==> src/rtl/srom_cmd_pkg.sv <==
package srom_cmd_pkg;
  typedef enum logic [2:0] {CMD_NOP, CMD_MRS, CMD_ACT, CMD_RD, CMD_STOP} cmd_e;
  typedef enum logic [1:0] {ST_IDLE = 2'd0, ST_READ = 2'd1, ST_SUSP = 2'd2, ST_PDN = 2'd3} state_e;

  function automatic cmd_e decode_cmd(input logic cs_n, ras_n, cas_n, mr_n);
    cmd_e c;
    c = CMD_NOP;
    if (!cs_n) begin
      if (!ras_n && !cas_n && !mr_n) c = CMD_MRS;
      else if (!ras_n && cas_n)      c = CMD_ACT;
      else if (ras_n && !cas_n && mr_n) c = CMD_RD;
      else if (ras_n && cas_n && !mr_n) c = CMD_STOP;
    end
    return c;
  endfunction
endpackage

==> src/rtl/srom_mode_reg.sv <==
module srom_mode_reg (
  input  logic       clk_i,
  input  logic       rst_ni,
  input  logic       wr_i,
  input  logic [5:0] key_i,
  output logic [2:0] cas_lat_o,
  output logic       burst_il_o,
  output logic [3:0] burst_len_o,
  output logic       err_o
);
  logic cl_ok, bl_ok;
  logic [2:0] cl_val;
  logic [3:0] bl_val;

  always_comb begin
    cl_ok  = (key_i[5:3] == 3'b100) || (key_i[5:3] == 3'b101);
    cl_val = (key_i[5:3] == 3'b100) ? 3'd4 : 3'd5;
    bl_ok  = (key_i[1:0] == 2'b01) || (key_i[1:0] == 2'b10);
    bl_val = (key_i[1:0] == 2'b01) ? 4'd4 : 4'd8;
  end

  always_ff @(posedge clk_i or negedge rst_ni) begin
    if (!rst_ni) begin
      cas_lat_o   <= 3'd5;
      burst_il_o  <= 1'b0;
      burst_len_o <= 4'd4;
      err_o       <= 1'b0;
    end else begin
      err_o <= 1'b0;
      if (wr_i) begin
        burst_il_o <= key_i[2];
        if (cl_ok) cas_lat_o <= cl_val;
        if (bl_ok) burst_len_o <= bl_val;
        err_o <= !(cl_ok && bl_ok);
      end
    end
  end


  cl_keep_chk: assert property (@(posedge clk_i) disable iff (!rst_ni)
    (wr_i && key_i[5:4] != 2'b10) |=> $stable(cas_lat_o));

  bl_keep_chk: assert property (@(posedge clk_i) disable iff (!rst_ni)
    (wr_i && (key_i[1:0] == 2'b00 || key_i[1:0] == 2'b11)) |=> $stable(burst_len_o) && err_o);

  cl4_load_chk: assert property (@(posedge clk_i) disable iff (!rst_ni)
    (wr_i && key_i[5:3] == 3'b100) |=> cas_lat_o == 3'd4);
endmodule

==> src/rtl/srom_burst_track.sv <==
module srom_burst_track
  import srom_cmd_pkg::*;
#(
  parameter int CL_W = 3,
  parameter int BL_W = 4
) (
  input  logic            clk_i,
  input  logic            rst_ni,
  input  logic            act_i,
  input  logic            cke_i,
  input  logic            load_i,
  input  logic            stop_i,
  input  logic [CL_W-1:0] cl_i,
  input  logic [BL_W-1:0] bl_i,
  output logic            busy_o,
  output logic [1:0]      state_o
);
  localparam int MAXV  = (2**CL_W - 1) + (2**BL_W - 1);
  localparam int CNT_W = $clog2(MAXV + 1);

  logic [CNT_W-1:0] cnt_q, cnt_n, dec, cl_m1;
  state_e state_q, state_n;

  always_comb begin
    cl_m1 = CNT_W'(cl_i) - CNT_W'(1);
    dec   = (cnt_q != '0) ? cnt_q - CNT_W'(1) : '0;
    cnt_n = cnt_q;
    if (act_i) begin
      if (load_i)                      cnt_n = CNT_W'(cl_i) + CNT_W'(bl_i) - CNT_W'(1);
      else if (stop_i && dec > cl_m1)  cnt_n = cl_m1;
      else                             cnt_n = dec;
    end
    if (cke_i) state_n = (cnt_n != '0) ? ST_READ : ST_IDLE;
    else       state_n = (cnt_n != '0) ? ST_SUSP : ST_PDN;
  end

  always_ff @(posedge clk_i or negedge rst_ni) begin
    if (!rst_ni) begin
      cnt_q   <= '0;
      state_q <= ST_IDLE;
    end else begin
      cnt_q   <= cnt_n;
      state_q <= state_n;
    end
  end

  assign busy_o  = (cnt_q != '0);
  assign state_o = state_q;


  frz_cnt_chk: assert property (@(posedge clk_i) disable iff (!rst_ni)
    !act_i |=> $stable(cnt_q));

  pdn_exit_chk: assert property (@(posedge clk_i) disable iff (!rst_ni)
    (state_q == ST_PDN && cke_i) |=> state_q == ST_IDLE);
endmodule

==> src/rtl/srom_cmd_ctrl.sv <==
module srom_cmd_ctrl
  import srom_cmd_pkg::*;
#(
  parameter int ROW_W   = 13,
  parameter int COL_W   = 8,
  parameter int MRS_GAP = 3
) (
  input  logic             clk_i,
  input  logic             rst_ni,
  input  logic             cke_i,
  input  logic             cs_ni,
  input  logic             ras_ni,
  input  logic             cas_ni,
  input  logic             mr_ni,
  input  logic [ROW_W-1:0] addr_i,
  input  logic             wide_i,
  output logic [2:0]       cas_lat_o,
  output logic             burst_il_o,
  output logic [3:0]       burst_len_o,
  output logic [ROW_W-1:0] row_o,
  output logic             rd_req_o,
  output logic [COL_W-1:0] rd_col_o,
  output logic             rd_wide_o,
  output logic             rd_stop_o,
  output logic             iclk_en_o,
  output logic [1:0]       state_o,
  output logic             mrs_err_o
);
  localparam int GAP_W = $clog2(MRS_GAP + 1);

  logic cke_q, act, cmd_ok, busy;
  logic mrs_wr, act_wr, rd_go, stop_go;
  logic [GAP_W-1:0] gap_q;
  cmd_e cmd;

  always_ff @(posedge clk_i or negedge rst_ni) begin
    if (!rst_ni) cke_q <= 1'b1;
    else         cke_q <= cke_i;
  end

  assign act       = cke_q;
  assign iclk_en_o = cke_q;

  always_comb begin
    cmd     = decode_cmd(cs_ni, ras_ni, cas_ni, mr_ni);
    cmd_ok  = act && (gap_q == '0);
    mrs_wr  = cmd_ok && (cmd == CMD_MRS) && !busy;
    act_wr  = cmd_ok && (cmd == CMD_ACT);
    rd_go   = cmd_ok && (cmd == CMD_RD);
    stop_go = cmd_ok && (cmd == CMD_STOP) && busy;
  end

  always_ff @(posedge clk_i or negedge rst_ni) begin
    if (!rst_ni) begin
      gap_q     <= '0;
      row_o     <= '0;
      rd_req_o  <= 1'b0;
      rd_col_o  <= '0;
      rd_wide_o <= 1'b0;
      rd_stop_o <= 1'b0;
    end else begin
      if (mrs_wr)                  gap_q <= GAP_W'(MRS_GAP);
      else if (act && gap_q != '0) gap_q <= gap_q - GAP_W'(1);
      if (act_wr) row_o <= addr_i;
      rd_req_o  <= rd_go;
      rd_stop_o <= stop_go;
      if (rd_go) begin
        rd_wide_o <= wide_i;
        rd_col_o  <= wide_i ? {1'b0, addr_i[COL_W-2:0]} : addr_i[COL_W-1:0];
      end
    end
  end

  srom_mode_reg u_mode (
    .clk_i, .rst_ni,
    .wr_i       (mrs_wr),
    .key_i      (addr_i[5:0]),
    .cas_lat_o,
    .burst_il_o,
    .burst_len_o,
    .err_o      (mrs_err_o)
  );

  srom_burst_track #(.CL_W(3), .BL_W(4)) u_track (
    .clk_i, .rst_ni,
    .act_i   (act),
    .cke_i,
    .load_i  (rd_go),
    .stop_i  (stop_go),
    .cl_i    (cas_lat_o),
    .bl_i    (burst_len_o),
    .busy_o  (busy),
    .state_o
  );


  gap_block_chk: assert property (@(posedge clk_i) disable iff (!rst_ni)
    (act && gap_q != '0) |=> !rd_req_o && !rd_stop_o);

  frz_row_chk: assert property (@(posedge clk_i) disable iff (!rst_ni)
    !iclk_en_o |=> $stable(row_o) && !rd_req_o && $stable(cas_lat_o));

  req_window_chk: assert property (@(posedge clk_i) disable iff (!rst_ni)
    rd_req_o |-> (state_o == ST_READ || state_o == ST_SUSP));

  mrs_busy_chk: assert property (@(posedge clk_i) disable iff (!rst_ni)
    (busy && act) |=> $stable(cas_lat_o) && $stable(burst_len_o) && !mrs_err_o);
endmodule

==> config.mk <==
export PLATFORM = sky130hd
export DESIGN_NAME = srom_cmd_ctrl
export DESIGN_NICKNAME = d
export VERILOG_FILES = /design/src/rtl/srom_cmd_pkg.sv /design/src/rtl/srom_mode_reg.sv /design/src/rtl/srom_burst_track.sv /design/src/rtl/srom_cmd_ctrl.sv
export SDC_FILE = /design/constraint.sdc
export NUM_CORES = 1
export LEC_CHECK = 0
export BUFFER_PORTS_ARGS = -buffer_cell sky130_fd_sc_hd__buf_2
export CORE_MARGIN = 4
export CORE_UTILIZATION = 30
export CTS_BUF_LIST = sky130_fd_sc_hd__clkbuf_16
export CTS_CLUSTER_SIZE = 28
export DETAILED_ROUTE_END_ITERATION = 8
export PLACE_DENSITY = 0.59
export SYNTH_ARGS = -nofsm -noshare
export SYNTH_HDL_FRONTEND = slang
export SYNTH_SLANG_ARGS = --single-unit
export TNS_END_PERCENT = 5
==> constraint.sdc <==
create_clock -name clk_i -period 7.6 [get_ports clk_i]
set_clock_uncertainty 0.2 [all_clocks]
set_input_delay 1.52 -clock clk_i [delete_from_list [all_inputs] [get_ports clk_i]]
set_output_delay 1.52 -clock clk_i [all_outputs]
set_load 0.1 [all_outputs]
==> impl_summary.log <==
[metrics] outcome: finished, final reports clean
[metrics] number of setup buffers added after CTS: 0
[metrics] final setup violation count: 0
[metrics] CP max-delay cell: sky130_fd_sc_hd__or3b_4
[metrics] async set-or-reset flop fraction in the synthesized netlist: 100%
[metrics] count of filler cells inserted in the layout: 644
[metrics] die boundary height: ~88 um
[metrics] commonest cells after routing, fill and taps aside: sky130_fd_sc_hd__buf_2, sky130_fd_sc_hd__dfrtp_1, sky130_fd_sc_hd__mux2_2, sky130_fd_sc_hd__nor2_1
[metrics] startpoint of the worst hold path: row_o[1]
[metrics] total number of clock tree sinks: 39
[metrics] flip-flop and latch count after synthesis: 39
[metrics] Sum Neg Setup Slack: 0 ns
[metrics] Arrival @ worst endpoint: approximately 3.4 ns
[metrics] worst reg2reg setup slack: around 4.5 ns
[metrics] post-detailed-route count of antenna-violating nets: 0
[metrics] CTS clk-pin slew, worst paths: approximately 0.060 ns
[metrics] total routed wirelength: around 4200 um
[metrics] share of layout cells above drive strength 1: 43.8%
[metrics] Buf/Inv on CP: 2
[metrics] launch point of the worst path: cs_ni
[metrics] Gate Count Post-Synth: 164
[metrics] slew margin rel.: between 40% and 50%
[metrics] unrepaired setup endpoints after global routing: no
[metrics] maximum buffer depth of the clock tree: 2
[metrics] CP Data Required Time: between 7 and 8 ns
[metrics] Slew Limit Fails: 0
[metrics] antenna violations before repair: 0
[metrics] per-cell via count in the routed design: 4.55
[metrics] upper clock frequency limit: 293 MHz
[metrics] starting density of the core: between 30% and 40%
[metrics] min Tclk post-route: approximately 3.4 ns
[metrics] fin nets: 247
[metrics] post-synthesis cell type count: 44
[metrics] type of the tightest min-delay check: register to register
[metrics] std cell rows: 29
[metrics] cts bufs inserted: 5
[metrics] die area: between 0.007 and 0.008 mm2
[metrics] Hold Fails Final Rpt: 0
[metrics] CTS Root Cell: sky130_fd_sc_hd__clkbuf_16
[metrics] DP HPWL: just over 3000 um
[metrics] type of element capturing the critical path: register
[metrics] Synth area leader: sky130_fd_sc_hd__dfrtp_1
[metrics] CP Launch Type: input port
[metrics] global route total overflow: 0
[metrics] Max FO, Critical Path: 12
[metrics] portion of the post-synthesis area used by sequential elements: 50.6%
[metrics] average footprint of a synthesized cell: around 12 um2
[metrics] xor/xnor share of the synthesized area: 1.81%
[metrics] wire length of the first global-routing pass: around 7300 um
[metrics] max-cap check violation count: 0
[metrics] total routing usage reported by global routing: between 10% and 20%
[metrics] top-area cell type share of the netlist area: between 40 and 50%
[metrics] share of cell area taken by muxes after synthesis: 13.3%
[metrics] area fraction in compound gates after synthesis: under 10%
[metrics] WL/cell: 14.1 um
[metrics] Routability Congestion: ~0.81
[metrics] number of H-tree branching levels: 2
[metrics] CTS-repair resized insts: 0
[metrics] largest net degree at the start of global routing: 40
[metrics] cell area after technology mapping: a little under 0.002 mm2
[metrics] EDFF count, synth: 0
[metrics] launch point of the worst reg-to-reg path: u_track.cnt_q[0]
[metrics] DR iter-0 viols: 46
[metrics] Floorplan Core Area: around 0.0063 mm2
[metrics] number of primary I/O pins: between 50 and 60
[metrics] Worst Tran Pin Value: between 0.8 and 0.9 ns
[metrics] family of cells with the greatest summed delay on the critical path: simple AND/OR/NAND/NOR gates
[metrics] number of vias after detailed routing: around 1300
[metrics] commonest register cell after synthesis: sky130_fd_sc_hd__dfrtp_1
[metrics] layout overhead on the synthesized area: 23.0%
[metrics] DRC Markers: 0
[metrics] area share of fa/ha/maj cells after synthesis: slightly above 5%
[metrics] antenna diode instance count: 0
[metrics] type of the worst setup path: input port to register
[metrics] total cell area at the placement stage: between 0.002 and 0.0025 mm2
[metrics] cells taking the most area after synthesis: sky130_fd_sc_hd__dfrtp_1, sky130_fd_sc_hd__mux2_2, sky130_fd_sc_hd__ha_1
[metrics] Synth warnings: 0
[metrics] first-pass iteration count of the detailed router: 4
[metrics] main combinational cell family by area after synthesis: simple AND/OR/NAND/NOR gates
[metrics] horizontal die dimension: a little under 90 um
[metrics] area of all placed cells without fillers: 0.00238 mm2
[metrics] final cycle utilization of the critical path: between 40 and 50%
[metrics] max incr delay on CP: about 0.54 ns
[metrics] TritonCTS clock tree: built
[metrics] most common cell after layout, fill and taps aside: sky130_fd_sc_hd__buf_2
[metrics] basic-gate share of the synthesized area counting and, or, nand and nor cells: approximately 15%
[metrics] via count of the first global-routing pass: approximately 1500
[metrics] cell-by-cell trace of the critical path: buf_2 -> nand4b_2 -> or3b_4 -> clkinv_4 -> nor2_4 -> a311oi_4 -> a311oi_2 -> nor4_2 -> xnor2_1
[metrics] count of port buffers added during placement: 52
[metrics] # hold bufs at CTS: 0
[metrics] clock latency on the worst-skew pair: ~0.28 ns
-- final timing paths --
check,endpoint,depth (start not counted)
min in group asynchronous,u_track.state_o[0],1
worst min register to register,row_o[1],2
worst min-delay path,row_o[1],2
worst max register to register,u_track.state_o[0],13
worst max-delay path,u_track.state_o[0],9
max in group asynchronous,u_mode.burst_il_o,1
-- cell usage after synthesis (all sizes together), types with 2 or more instances --
cell type	number
clkbuf	2
nand3	3
xnor2	2
nand2	11
conb	2
a311oi	2
buf	5
o21ai	5
a21oi	3
dfrtp	36
xor2	2
nor2b	3
inv	10
nor3	4
ha	8
dfstp	3
a211oi	2
mux2	22
o311a	2
nand2b	2
nor2	16
-- worst register-to-register path, delay by kind of cell, from the launching register on --
family	cells	cell delay (ns)
AND/OR/NAND/NOR	4	0.90
flip-flops	1	0.40
XOR/XNOR	1	0.15
adder cells (fa/ha/maj)	2	0.46
buffers and inverters	2	0.15
AO/OA/AOI/OAI	4	0.76
-- through the flow --
stage          util [%]  std cells  setup slack [ns]  hold WS (ns)
2_1_floorplan         -        166              4.25         0.283
4_1_cts            37.7        296              4.17         0.287
3_3_place_gp       35.6        288              3.92         0.260
6_report           37.7        296              4.19         0.289
5_1_grt            37.7        296              4.00         0.305
3_5_place_dp       35.6        288              3.88         0.271
-- routing by layer --
layer	global-route usage, %	vias up	part of all wire (%)
met2	19.6	36	47
met4	5.22	0	1.8
li1	-	665	-
met1	15.0	641	45
met5	0	-	0
met3	4.19	6	6.8
-- layout make-up --
class                      instances  area (um2)  share of cell area (%)
timing repair buffer              52         260                    10.9
tap                               77        96.3                    4.04
multi-input combinational        109         863                    36.2
inverter                          11        46.3                    1.94
clock inverter                     3        11.3                   0.473
sequential                        39         980                    41.1
clock buffer                       5         125                    5.25
-- registers in the layout, indices dropped and copies added, names as in the netlist, 2 cells and up --
register	count
row_o	13
rd_col_o	8
u_track.cnt_q	5
gap_q	2
u_mode.burst_len_o	2
u_track.state_o	2
-- cell families (layout without fill, tap and decap cells) --
kind of cell | Yosys count | count (layout)
and+or+nand+nor | 50 | 50
AOI/OAI and AO/OA | 20 | 20
DFF | 39 | 39
adders and majority gates | 8 | 8
buffers and inverters | 18 | 71
xor gates and xnor gates | 4 | 4
muxes | 23 | 23
other | 2 | 4
Power is left out: the tool's default activity adds up to more than one toggle a clock period on the data nets, which glitch-free logic cannot reach.
